## config.mk

```make
export PLATFORM = sky130hd
export DESIGN_NAME = ovt_tlb
export DESIGN_NICKNAME = d
export VERILOG_FILES = /design/src/rtl/ovt_pkg.sv /design/src/rtl/ovt_match.sv /design/src/rtl/ovt_rr.sv /design/src/rtl/ovt_entry.sv /design/src/rtl/ovt_tlb.sv
export SDC_FILE = /design/constraint.sdc
export NUM_CORES = 2
export LEC_CHECK = 0
export ABC_AREA = 1
export CAP_MARGIN = 20
export CORE_MARGIN = 4
export CORE_UTILIZATION = 63
export CTS_BUF_LIST = sky130_fd_sc_hd__clkbuf_4 sky130_fd_sc_hd__clkbuf_8
export CTS_CLUSTER_DIAMETER = 120
export CTS_CLUSTER_SIZE = 20
export DETAILED_ROUTE_END_ITERATION = 6
export GPL_TIMING_DRIVEN = 0
export PLACE_DENSITY = 0.86
export SLEW_MARGIN = 10
export SYNTH_ARGS = -nofsm -noshare
export SYNTH_HDL_FRONTEND = slang
export SYNTH_SLANG_ARGS = --single-unit
```

## constraint.sdc

```tcl
create_clock -name clk -period 66.8 [get_ports clk]
set_input_delay 13.36 -clock clk [delete_from_list [all_inputs] [get_ports clk]]
set_output_delay 13.36 -clock clk [all_outputs]
set_load 0.02 [all_outputs]
```

## src/rtl/ovt_pkg.sv

```systemverilog
package ovt_pkg;
  parameter int VA_W   = 48;
  parameter int ASID_W = 15;
  parameter int PAGE_W = 12;
  parameter int LINE_W = 6;
  localparam int PA_W   = 1 + ASID_W + VA_W;
  localparam int VPN_W  = VA_W - PAGE_W;
  localparam int PPN_W  = PA_W - 1 - PAGE_W;
  localparam int LIDX_W = PAGE_W - LINE_W;
  localparam int LINES  = 1 << LIDX_W;
  localparam int OPN_W  = 1 + ASID_W + VPN_W;
endpackage

```

## src/rtl/ovt_match.sv

```systemverilog
module ovt_match
  import ovt_pkg::*;
#(
  parameter int ENTRIES = 4
) (
  input  logic [ENTRIES-1:0]             vld,
  input  logic [ENTRIES-1:0][ASID_W-1:0] asid_tab,
  input  logic [ENTRIES-1:0][VPN_W-1:0]  vpn_tab,
  input  logic [ASID_W-1:0]              key_asid,
  input  logic [VPN_W-1:0]               key_vpn,
  output logic [ENTRIES-1:0]             hitv
);
  for (genvar g = 0; g < ENTRIES; g++) begin : g_cmp
    assign hitv[g] = vld[g] && (asid_tab[g] == key_asid) && (vpn_tab[g] == key_vpn);
  end
endmodule

```

## src/rtl/ovt_rr.sv

```systemverilog
module ovt_rr #(
  parameter int ENTRIES = 4,
  localparam int IDX_W = (ENTRIES > 1) ? $clog2(ENTRIES) : 1
) (
  input  logic             clk,
  input  logic             rst_n,
  input  logic             adv,
  output logic [IDX_W-1:0] ptr_q
);
  logic [IDX_W-1:0] ptr_d;

  always_comb begin
    ptr_d = ptr_q;
    if (adv) begin
      if (ptr_q == IDX_W'(ENTRIES - 1)) ptr_d = '0;
      else                              ptr_d = ptr_q + 1'b1;
    end
  end

  always_ff @(posedge clk or negedge rst_n) begin
    if (!rst_n) ptr_q <= '0;
    else        ptr_q <= ptr_d;
  end
endmodule

```

## src/rtl/ovt_entry.sv

```systemverilog
module ovt_entry
  import ovt_pkg::*;
(
  input  logic              clk,
  input  logic              rst_n,
  input  logic              fl_we,
  input  logic [ASID_W-1:0] fl_asid,
  input  logic [VPN_W-1:0]  fl_vpn,
  input  logic [PPN_W-1:0]  fl_ppn,
  input  logic              fl_cow,
  input  logic [LINES-1:0]  fl_vec,
  input  logic              sn_we,
  input  logic [LIDX_W-1:0] sn_line,
  input  logic              cl_we,
  output logic              vld_q,
  output logic [ASID_W-1:0] asid_q,
  output logic [VPN_W-1:0]  vpn_q,
  output logic [PPN_W-1:0]  ppn_q,
  output logic              cow_q,
  output logic [LINES-1:0]  vec_q
);
  logic [LINES-1:0] vec_d;

  // order: snoop, then clear, then fill
  always_comb begin
    vec_d = vec_q;
    if (sn_we) vec_d[sn_line] = 1'b1;
    if (cl_we) vec_d = '0;
    if (fl_we) vec_d = fl_vec;
  end

  always_ff @(posedge clk or negedge rst_n) begin
    if (!rst_n) begin
      vld_q <= 1'b0;
      vec_q <= '0;
    end else begin
      if (fl_we) vld_q <= 1'b1;
      vec_q <= vec_d;
    end
  end

  always_ff @(posedge clk or negedge rst_n) begin
    if (!rst_n) begin
      asid_q <= '0;
      vpn_q  <= '0;
      ppn_q  <= '0;
      cow_q  <= 1'b0;
    end else if (fl_we) begin
      asid_q <= fl_asid;
      vpn_q  <= fl_vpn;
      ppn_q  <= fl_ppn;
      cow_q  <= fl_cow;
    end
  end

  AST_SNOOP_SETS_BIT: assert property (@(posedge clk) disable iff (!rst_n)
    (sn_we && !cl_we && !fl_we) |=> vec_q[$past(sn_line)]);
  AST_SNOOP_ONE_BIT: assert property (@(posedge clk) disable iff (!rst_n)
    (sn_we && !cl_we && !fl_we) |=> ($countones(vec_q ^ $past(vec_q)) <= 1));
  AST_CLEAR_EMPTIES: assert property (@(posedge clk) disable iff (!rst_n)
    (cl_we && !fl_we) |=> (vec_q == '0));
endmodule

```

## src/rtl/ovt_tlb.sv

```systemverilog
module ovt_tlb
  import ovt_pkg::*;
#(
  parameter int ENTRIES = 4
) (
  input  logic              clk,
  input  logic              rst_n,
  input  logic              lk_valid,
  input  logic              lk_write,
  input  logic [ASID_W-1:0] lk_asid,
  input  logic [VA_W-1:0]   lk_vaddr,
  input  logic              fl_valid,
  input  logic [ASID_W-1:0] fl_asid,
  input  logic [VPN_W-1:0]  fl_vpn,
  input  logic [PPN_W-1:0]  fl_ppn,
  input  logic              fl_cow,
  input  logic [LINES-1:0]  fl_vec,
  input  logic              sn_valid,
  input  logic [ASID_W-1:0] sn_asid,
  input  logic [VPN_W-1:0]  sn_vpn,
  input  logic [LIDX_W-1:0] sn_line,
  input  logic              cl_valid,
  input  logic [ASID_W-1:0] cl_asid,
  input  logic [VPN_W-1:0]  cl_vpn,
  output logic              rsp_valid,
  output logic              rsp_miss,
  output logic              rsp_ovl,
  output logic [PA_W-1:0]   rsp_addr,
  output logic              rmp_valid,
  output logic [OPN_W-1:0]  rmp_opn,
  output logic [LIDX_W-1:0] rmp_line
);
  localparam int IDX_W = (ENTRIES > 1) ? $clog2(ENTRIES) : 1;

  // reset: asserted asynchronously, released on the clock
  logic [1:0] rs_q;
  logic       rst_in;
  always_ff @(posedge clk or negedge rst_n) begin
    if (!rst_n) rs_q <= '0;
    else        rs_q <= {rs_q[0], 1'b1};
  end
  assign rst_in = rs_q[1];

  logic [ENTRIES-1:0]             e_vld, e_cow;
  logic [ENTRIES-1:0][ASID_W-1:0] e_asid;
  logic [ENTRIES-1:0][VPN_W-1:0]  e_vpn;
  logic [ENTRIES-1:0][PPN_W-1:0]  e_ppn;
  logic [ENTRIES-1:0][LINES-1:0]  e_vec;
  logic [ENTRIES-1:0]             lk_hitv, fl_hitv, sn_hitv, cl_hitv;
  logic [ENTRIES-1:0]             fl_we, sn_we, cl_we;
  logic [IDX_W-1:0]               rr_ptr, lk_idx;
  logic                           fl_hit, lk_hit;

  ovt_match #(.ENTRIES(ENTRIES)) u_lk_m (.vld(e_vld), .asid_tab(e_asid), .vpn_tab(e_vpn),
    .key_asid(lk_asid), .key_vpn(lk_vaddr[VA_W-1:PAGE_W]), .hitv(lk_hitv));
  ovt_match #(.ENTRIES(ENTRIES)) u_fl_m (.vld(e_vld), .asid_tab(e_asid), .vpn_tab(e_vpn),
    .key_asid(fl_asid), .key_vpn(fl_vpn), .hitv(fl_hitv));
  ovt_match #(.ENTRIES(ENTRIES)) u_sn_m (.vld(e_vld), .asid_tab(e_asid), .vpn_tab(e_vpn),
    .key_asid(sn_asid), .key_vpn(sn_vpn), .hitv(sn_hitv));
  ovt_match #(.ENTRIES(ENTRIES)) u_cl_m (.vld(e_vld), .asid_tab(e_asid), .vpn_tab(e_vpn),
    .key_asid(cl_asid), .key_vpn(cl_vpn), .hitv(cl_hitv));

  assign fl_hit = |fl_hitv;
  assign lk_hit = |lk_hitv;

  ovt_rr #(.ENTRIES(ENTRIES)) u_rr (.clk(clk), .rst_n(rst_in),
    .adv(fl_valid && !fl_hit), .ptr_q(rr_ptr));

  for (genvar g = 0; g < ENTRIES; g++) begin : g_ent
    assign fl_we[g] = fl_valid && (fl_hit ? fl_hitv[g] : (rr_ptr == IDX_W'(g)));
    assign sn_we[g] = sn_valid && sn_hitv[g];
    assign cl_we[g] = cl_valid && cl_hitv[g];
    ovt_entry u_ent (
      .clk(clk), .rst_n(rst_in), .fl_we(fl_we[g]), .fl_asid(fl_asid), .fl_vpn(fl_vpn),
      .fl_ppn(fl_ppn), .fl_cow(fl_cow), .fl_vec(fl_vec), .sn_we(sn_we[g]),
      .sn_line(sn_line), .cl_we(cl_we[g]), .vld_q(e_vld[g]), .asid_q(e_asid[g]),
      .vpn_q(e_vpn[g]), .ppn_q(e_ppn[g]), .cow_q(e_cow[g]), .vec_q(e_vec[g]));
  end

  always_comb begin
    lk_idx = '0;
    for (int i = 0; i < ENTRIES; i++) if (lk_hitv[i]) lk_idx = lk_idx | IDX_W'(i);
  end

  // lookup next state
  logic [LIDX_W-1:0] lk_line;
  logic              lk_bit;
  logic              d_valid, d_miss, d_ovl, d_rmp;
  logic [PA_W-1:0]   d_addr;
  logic [OPN_W-1:0]  d_opn;
  logic [LIDX_W-1:0] d_line;

  assign lk_line = lk_vaddr[PAGE_W-1:LINE_W];
  assign lk_bit  = e_vec[lk_idx][lk_line];

  always_comb begin
    d_valid = 1'b0; d_miss = 1'b0; d_ovl = 1'b0; d_rmp = 1'b0;
    d_addr  = '0;   d_opn  = '0;   d_line = '0;
    if (lk_valid) begin
      d_valid = 1'b1;
      if (!lk_hit) begin
        d_miss = 1'b1;
      end else if (lk_bit) begin
        d_ovl  = 1'b1;
        d_addr = {1'b1, lk_asid, lk_vaddr};
      end else begin
        d_addr = {1'b0, e_ppn[lk_idx], lk_vaddr[PAGE_W-1:0]};
        if (lk_write && e_cow[lk_idx]) begin
          d_rmp  = 1'b1;
          d_opn  = {1'b1, lk_asid, lk_vaddr[VA_W-1:PAGE_W]};
          d_line = lk_line;
        end
      end
    end
  end

  always_ff @(posedge clk or negedge rst_in) begin
    if (!rst_in) begin
      rsp_valid <= 1'b0; rsp_miss <= 1'b0; rsp_ovl  <= 1'b0; rsp_addr <= '0;
      rmp_valid <= 1'b0; rmp_opn  <= '0;   rmp_line <= '0;
    end else begin
      rsp_valid <= d_valid; rsp_miss <= d_miss; rsp_ovl  <= d_ovl; rsp_addr <= d_addr;
      rmp_valid <= d_rmp;   rmp_opn  <= d_opn;  rmp_line <= d_line;
    end
  end

  AST_MISS_NO_ADDR: assert property (@(posedge clk) disable iff (!rst_in)
    rsp_miss |-> (rsp_valid && rsp_addr == '0 && !rmp_valid && !rsp_ovl));
  AST_IDLE_NO_RSP: assert property (@(posedge clk) disable iff (!rst_in)
    !lk_valid |=> !rsp_valid);
  AST_OVL_SPACE: assert property (@(posedge clk) disable iff (!rst_in)
    (rsp_valid && !rsp_miss) |-> (rsp_ovl == rsp_addr[PA_W-1]));
  AST_REMAP_PHYS: assert property (@(posedge clk) disable iff (!rst_in)
    rmp_valid |-> (rsp_valid && !rsp_ovl && rmp_opn[OPN_W-1]
                   && rmp_line == rsp_addr[PAGE_W-1:LINE_W]));
  AST_LOOKUP_UNIQUE: assert property (@(posedge clk) disable iff (!rst_in)
    $onehot0(lk_hitv));
endmodule

```

==> flow_summary_export.csv, run 1 <==
group,metric,value,unit
grt,grt.overflow.total,256,
clock_tree,cts_setup_buffers,0,
floorplanning,die_h,296.5,um
floorplanning,initial_core_util,63.75,%
outcome,lastStage,"global routing",
grt,grt_pass1_wl,486400,um
synthesis,synth.top_cells.by_count,"nand2_1 (2330), o21ai_0 (1111), inv_1 (819)",
synthesis,synth_cell_type_count,48,
floorplanning,floorplan.rows,105,
grt,first_global_vias,66288,
clock_tree,cts_max_path_buffers,3,
synthesis,synth_edf_count,0,
synthesis,synth_flop_cell,"dfrtp_1",
synthesis,yosysMostFrequentCell,"nand2_1",
placed_design,gp_congestion,1.717,
synthesis,syn_inst,7893,
clock_tree,cts-root-buf,"clkbuf_8",
floorplanning,ioPinCount,471,
synthesis,synth-async-reset-ratio,100.0,%
grt,grt_max_degree,65,
clock_tree,clock-sinks,800,
synthesis,yosys_warnings,0,
grt,grt_use_total,76.12,%
synthesis,syn_area,52430,um^2
outcome,status,"did not finish",
synthesis,synth.top_cell.area_share,38.18,%
synthesis,synth_area_leaders,"dfrtp_1 (38%), nand2_1 (17%), o21ai_0 (11%), inv_1 (5.9%), nor2_1 (5.4%)",
clock_tree,h-tree-depth,2,
outcome,firstError,"[ERROR GRT-0116] Global routing finished with congestion. Check the congestion regions in the DRC Viewer.",
placed_design,hpwl,206100,um
synthesis,synth_nets,8242,
clock_tree,ctsHoldBuffers,0,
placed_design,io_buffers,394,
synthesis,synth-seq-area-share,38.18,%
synthesis,synth_area_per_cell,6.642,um^2
clock_tree,cts_made_buffers,46,
floorplanning,fp.dieW,296.5,um
synthesis,yosys.area.top_type,"dfrtp_1",
synthesis,ys_seq_elements,800,
clock_tree,cts.repair.resized,0,
## cells by family after synthesis
group                    share of synthesized area [%]
AND/OR/NAND/NOR                                  31.93
AO/OA/AOI/OAI                                    14.49
buffers and inverters                            10.26
flip-flops                                       38.18
XOR/XNOR                                         5.028
adder cells (fa/ha/maj)                        0.09546
other                                         0.007153
## routing by layer
metal | global-route usage, % | GRT overflow
met3 | 67.91 | 35
met5 | 46.94 | 2
met1 | 77.44 | 30
met4 | 68.06 | 97
met2 | 87.76 | 92
## per-stage QoR
step	instance area, um^2	hold WS [ns]	instances	setup slack, ns
after detailed placement	58140	0.3428	9375	47.27
after global placement	57710	0.3381	9357	33.20
after floorplan	52430	0.3312	7893	42.85
after CTS	58830	0.3688	9427	48.05
==> run 2, diff against run 1 <==
--- a/config.mk
+++ b/config.mk
@@ -8,13 +8,10 @@
 export ABC_AREA = 1
 export CAP_MARGIN = 20
 export CORE_MARGIN = 4
-export CORE_UTILIZATION = 63
-export CTS_BUF_LIST = sky130_fd_sc_hd__clkbuf_4 sky130_fd_sc_hd__clkbuf_8
-export CTS_CLUSTER_DIAMETER = 120
-export CTS_CLUSTER_SIZE = 20
+export CORE_UTILIZATION = 40
 export DETAILED_ROUTE_END_ITERATION = 6
 export GPL_TIMING_DRIVEN = 0
-export PLACE_DENSITY = 0.86
+export PLACE_DENSITY_LB_ADDON = 0.15
 export SLEW_MARGIN = 10
 export SYNTH_ARGS = -nofsm -noshare
 export SYNTH_HDL_FRONTEND = slang
==> flow_summary_export.csv, run 2 <==
group,metric,value,unit
critical_path,cp_slowest_stage_delay,0.97,ns
route,ant_nets,0,
route,drtIter0Drc,10486,
critical_path,arrival,20.42,ns
sta,fin_crit_sh,29.75,%
synthesis,yosys_warnings,0,
sta,skew,0.07588,ns
outcome,status,"finished, violations left",
floorplanning,ioPinCount,471,
clock_tree,clock_latency,0.80,ns
floorplanning,die_area,136900,um^2
synthesis,synth_edf_count,0,
grt,grt.overflow.total,0,
finish,layout_commonest_cell,"nand2_1",
sta,tns,0,ns
route,vias,63699,
route,wirelength,352500,um
finish,drive_gt1_share,5.030,%
clock_tree,cts_setup_buffers,0,
sta,rsz0062_at_grt,"false",
synthesis,synth-seq-area-share,38.18,%
route,first_pass_iters,7,
grt,grt_use_total,49.99,%
synthesis,yosys.area.top_type,"dfrtp_1",
sta,hold_viol,0,
floorplanning,fp.dieW,370.0,um
outcome,violations,"DRC",
sta,min_period,19.88,ns
placed_design,dp.cells,10062,
pwr,power_leakage,29.65,nW
critical_path,crit_buf_inv,6,
floorplanning,initial_core_util,40.39,%
synthesis,synth-async-reset-ratio,100.0,%
floorplanning,floorplan.rows,132,
critical_path,path_delay_family,"simple AND/OR/NAND/NOR gates",
clock_tree,cts-root-buf,"clkbuf_16",
clock_tree,cts_made_buffers,98,
synthesis,synth_area_per_cell,6.642,um^2
finish,largest_registers,"g_ent.u_ent.vec_q (256), g_ent.u_ent.ppn_q (204), g_ent.u_ent.vpn_q (144)",
synthesis,synth.top_cell.area_share,38.18,%
critical_path,required,67.34,ns
finish,area.growth.synth_to_final,19.70,%
finish,mostFrequentLayoutCells,"nand2_1 (2330), o21ai_0 (1111), inv_1 (819)",
pwr,p_per_area,43.58,nW/um^2
clock_tree,clock-sinks,800,
critical_path,slowest_stage,"clkbuf_1",
finish,nNetsFinal,8773,
run,maxCapViolCount,0,
floorplanning,core,129800,um^2
route,wl_per_cell,34.28,um
grt,grt_max_degree,61,
finish,regMostFlops,"g_ent.u_ent.vec_q",
grt,grt_pass1_wl,475900,um
sta,worst_hold_slack,0.3551,ns
sta,worst_pin_slew,1.393,ns
grt,first_global_vias,58469,
critical_path,end_kind,"register",
synthesis,synth_cell_type_count,48,
synthesis,synth_flop_cell,"dfrtp_1",
sta,setup_violations,0,
finish,instances_no_fill,10283,
clock_tree,cts_tree,"yes",
critical_path,crit_fanout,10,
critical_path,cp_common_cell,"nand3_1",
route,drc,4,
sta,max_freq,50.31,MHz
placed_design,gp_congestion,1.209,
synthesis,synth.top_cells.by_count,"nand2_1 (2330), o21ai_0 (1111), inv_1 (819)",
clock_tree,h-tree-depth,3,
synthesis,synth_nets,8242,
clock_tree,cts_max_path_buffers,3,
placed_design,hpwl,276400,um
sta,max_slew_margin,6.181,%
synthesis,syn_inst,7893,
synthesis,ys_seq_elements,800,
synthesis,yosysMostFrequentCell,"nand2_1",
critical_path,critPathKind,"primary input to register",
sta,maxSlewViolCount,0,
grt,antenna_found_initial,47,
route,viasPerCell,6.195,
synthesis,syn_area,52430,um^2
critical_path,crit_path_start_kind,"primary input",
hold_path,worstHoldPathType,"register to register",
clock_tree,ctsHoldBuffers,0,
clock_tree,clk_pin_slew,0.06,ns
synthesis,synth_area_leaders,"dfrtp_1 (38%), nand2_1 (17%), o21ai_0 (11%), inv_1 (5.9%), nor2_1 (5.4%)",
placed_design,io_buffers,394,
finish,largest_reg_flops,256,
pwr,irDropWorstVdd,0.03267,mV
floorplanning,die_h,370.0,um
clock_tree,cts.repair.resized,0,
## run 2: cell counts after synthesis
Identical to the previous run, type by type.
## run 2: cells by family (layout without fill, tap and decap cells)
kind of cell	after synthesis	after routing	share of synthesized area, %
AOI/OAI and AO/OA	1407	1407	14.49
adders and majority gates	4	4	0.09546
buffers and inverters	1391	2007	10.26
and+or+nand+nor	3989	3989	31.93
DFF	800	800	38.18
xor gates and xnor gates	301	301	5.028
other	1	33	0.007153
## run 2: worst reg2reg max path, cell delays in order, from the launching register on
cell and delay, ns:
dfrtp_1 0.42, inv_1 0.52, nand2_1 0.58, nand2_1 0.20
nor2_1 0.06, nand2_1 0.34, nor2_1 0.10, nand2_1 0.11
nor2_1 0.05, nand2_1 0.40, nand2_2 0.17, inv_1 0.42
buf_2 0.55, nand2_1 0.12, nand3_1 0.09, nand3_1 0.08
nand3_1 0.20, nand3_1 0.10, nand3_1 0.26, nand3_1 0.16
nand3_2 0.23, nand2_4 0.19, nor2_4 0.17, inv_2 0.13
buf_4 0.28, buf_6 0.23, nor2_1 0.51
## run 2: worst paths after layout
path / start / endpoint / slack, ns / depth (start not counted)
hold / removal: rs_q[0] / rs_q[1] / 0.36 / 0
setup / recovery: lk_vaddr[29] / rmp_opn[37] / 46.92 / 25
setup reg to reg: g_ent[1].u_ent.vpn_q[23] / rmp_opn[37] / 59.92 / 26
max in group asynchronous: rst_n / rs_q[1] / 53.92 / 1
hold reg to reg: rs_q[0] / rs_q[1] / 0.36 / 0
min in group asynchronous: rs_q[1] / g_ent[1].u_ent.ppn_q[20] / 0.40 / 0
## run 2: routing by layer
| metal | global-route usage, % | vias to the layer above | share of wire, % |
|---|---|---|---|
| met4 | 41.76 | 20 | 11 |
| met5 | 0.3561 | - | 0.050 |
| li1 | - | 26512 | - |
| met1 | 59.54 | 30475 | 35 |
| met2 | 73.19 | 5207 | 42 |
| met3 | 16.13 | 1485 | 12 |
## run 2: power breakdown
group	internal, mW	leakage (nW)	switching [mW]	total (mW)
Clock	0.327	1.66	0.249	0.576
Sequential	0.676	10.0	0.165	0.841
Combinational	0.376	18.0	0.942	1.32
## run 2: metrics by stage
stage / utilization [%] / setup WS, ns / cell area [um^2] / total power, mW
6_report: 48.34 / 46.92 / 62760 / 2.735
5_1_grt: 48.29 / 47.32 / 62690 / 2.840
4_1_cts: 48.23 / 47.66 / 62610 / 2.651
3_5_place_dp: 45.60 / 46.91 / 59200 / 2.073
3_3_place_gp: 45.10 / 30.72 / 58550 / 2.050
2_1_floorplan: - / 42.85 / 52430 / 1.534
## run 2: final cells by class
cell class | instances | area (um^2)
antenna | 32 | 80.08
buffer | 474 | 1953
clock buffer | 147 | 2867
clock inverter | 38 | 540.5
fill | 13490 | 67060
inverter | 917 | 3442
multi-input combinational | 5702 | 27090
sequential | 800 | 20020
tap | 1742 | 2180
timing repair buffer | 431 | 4581
Power figures use the tool's default switching activity.
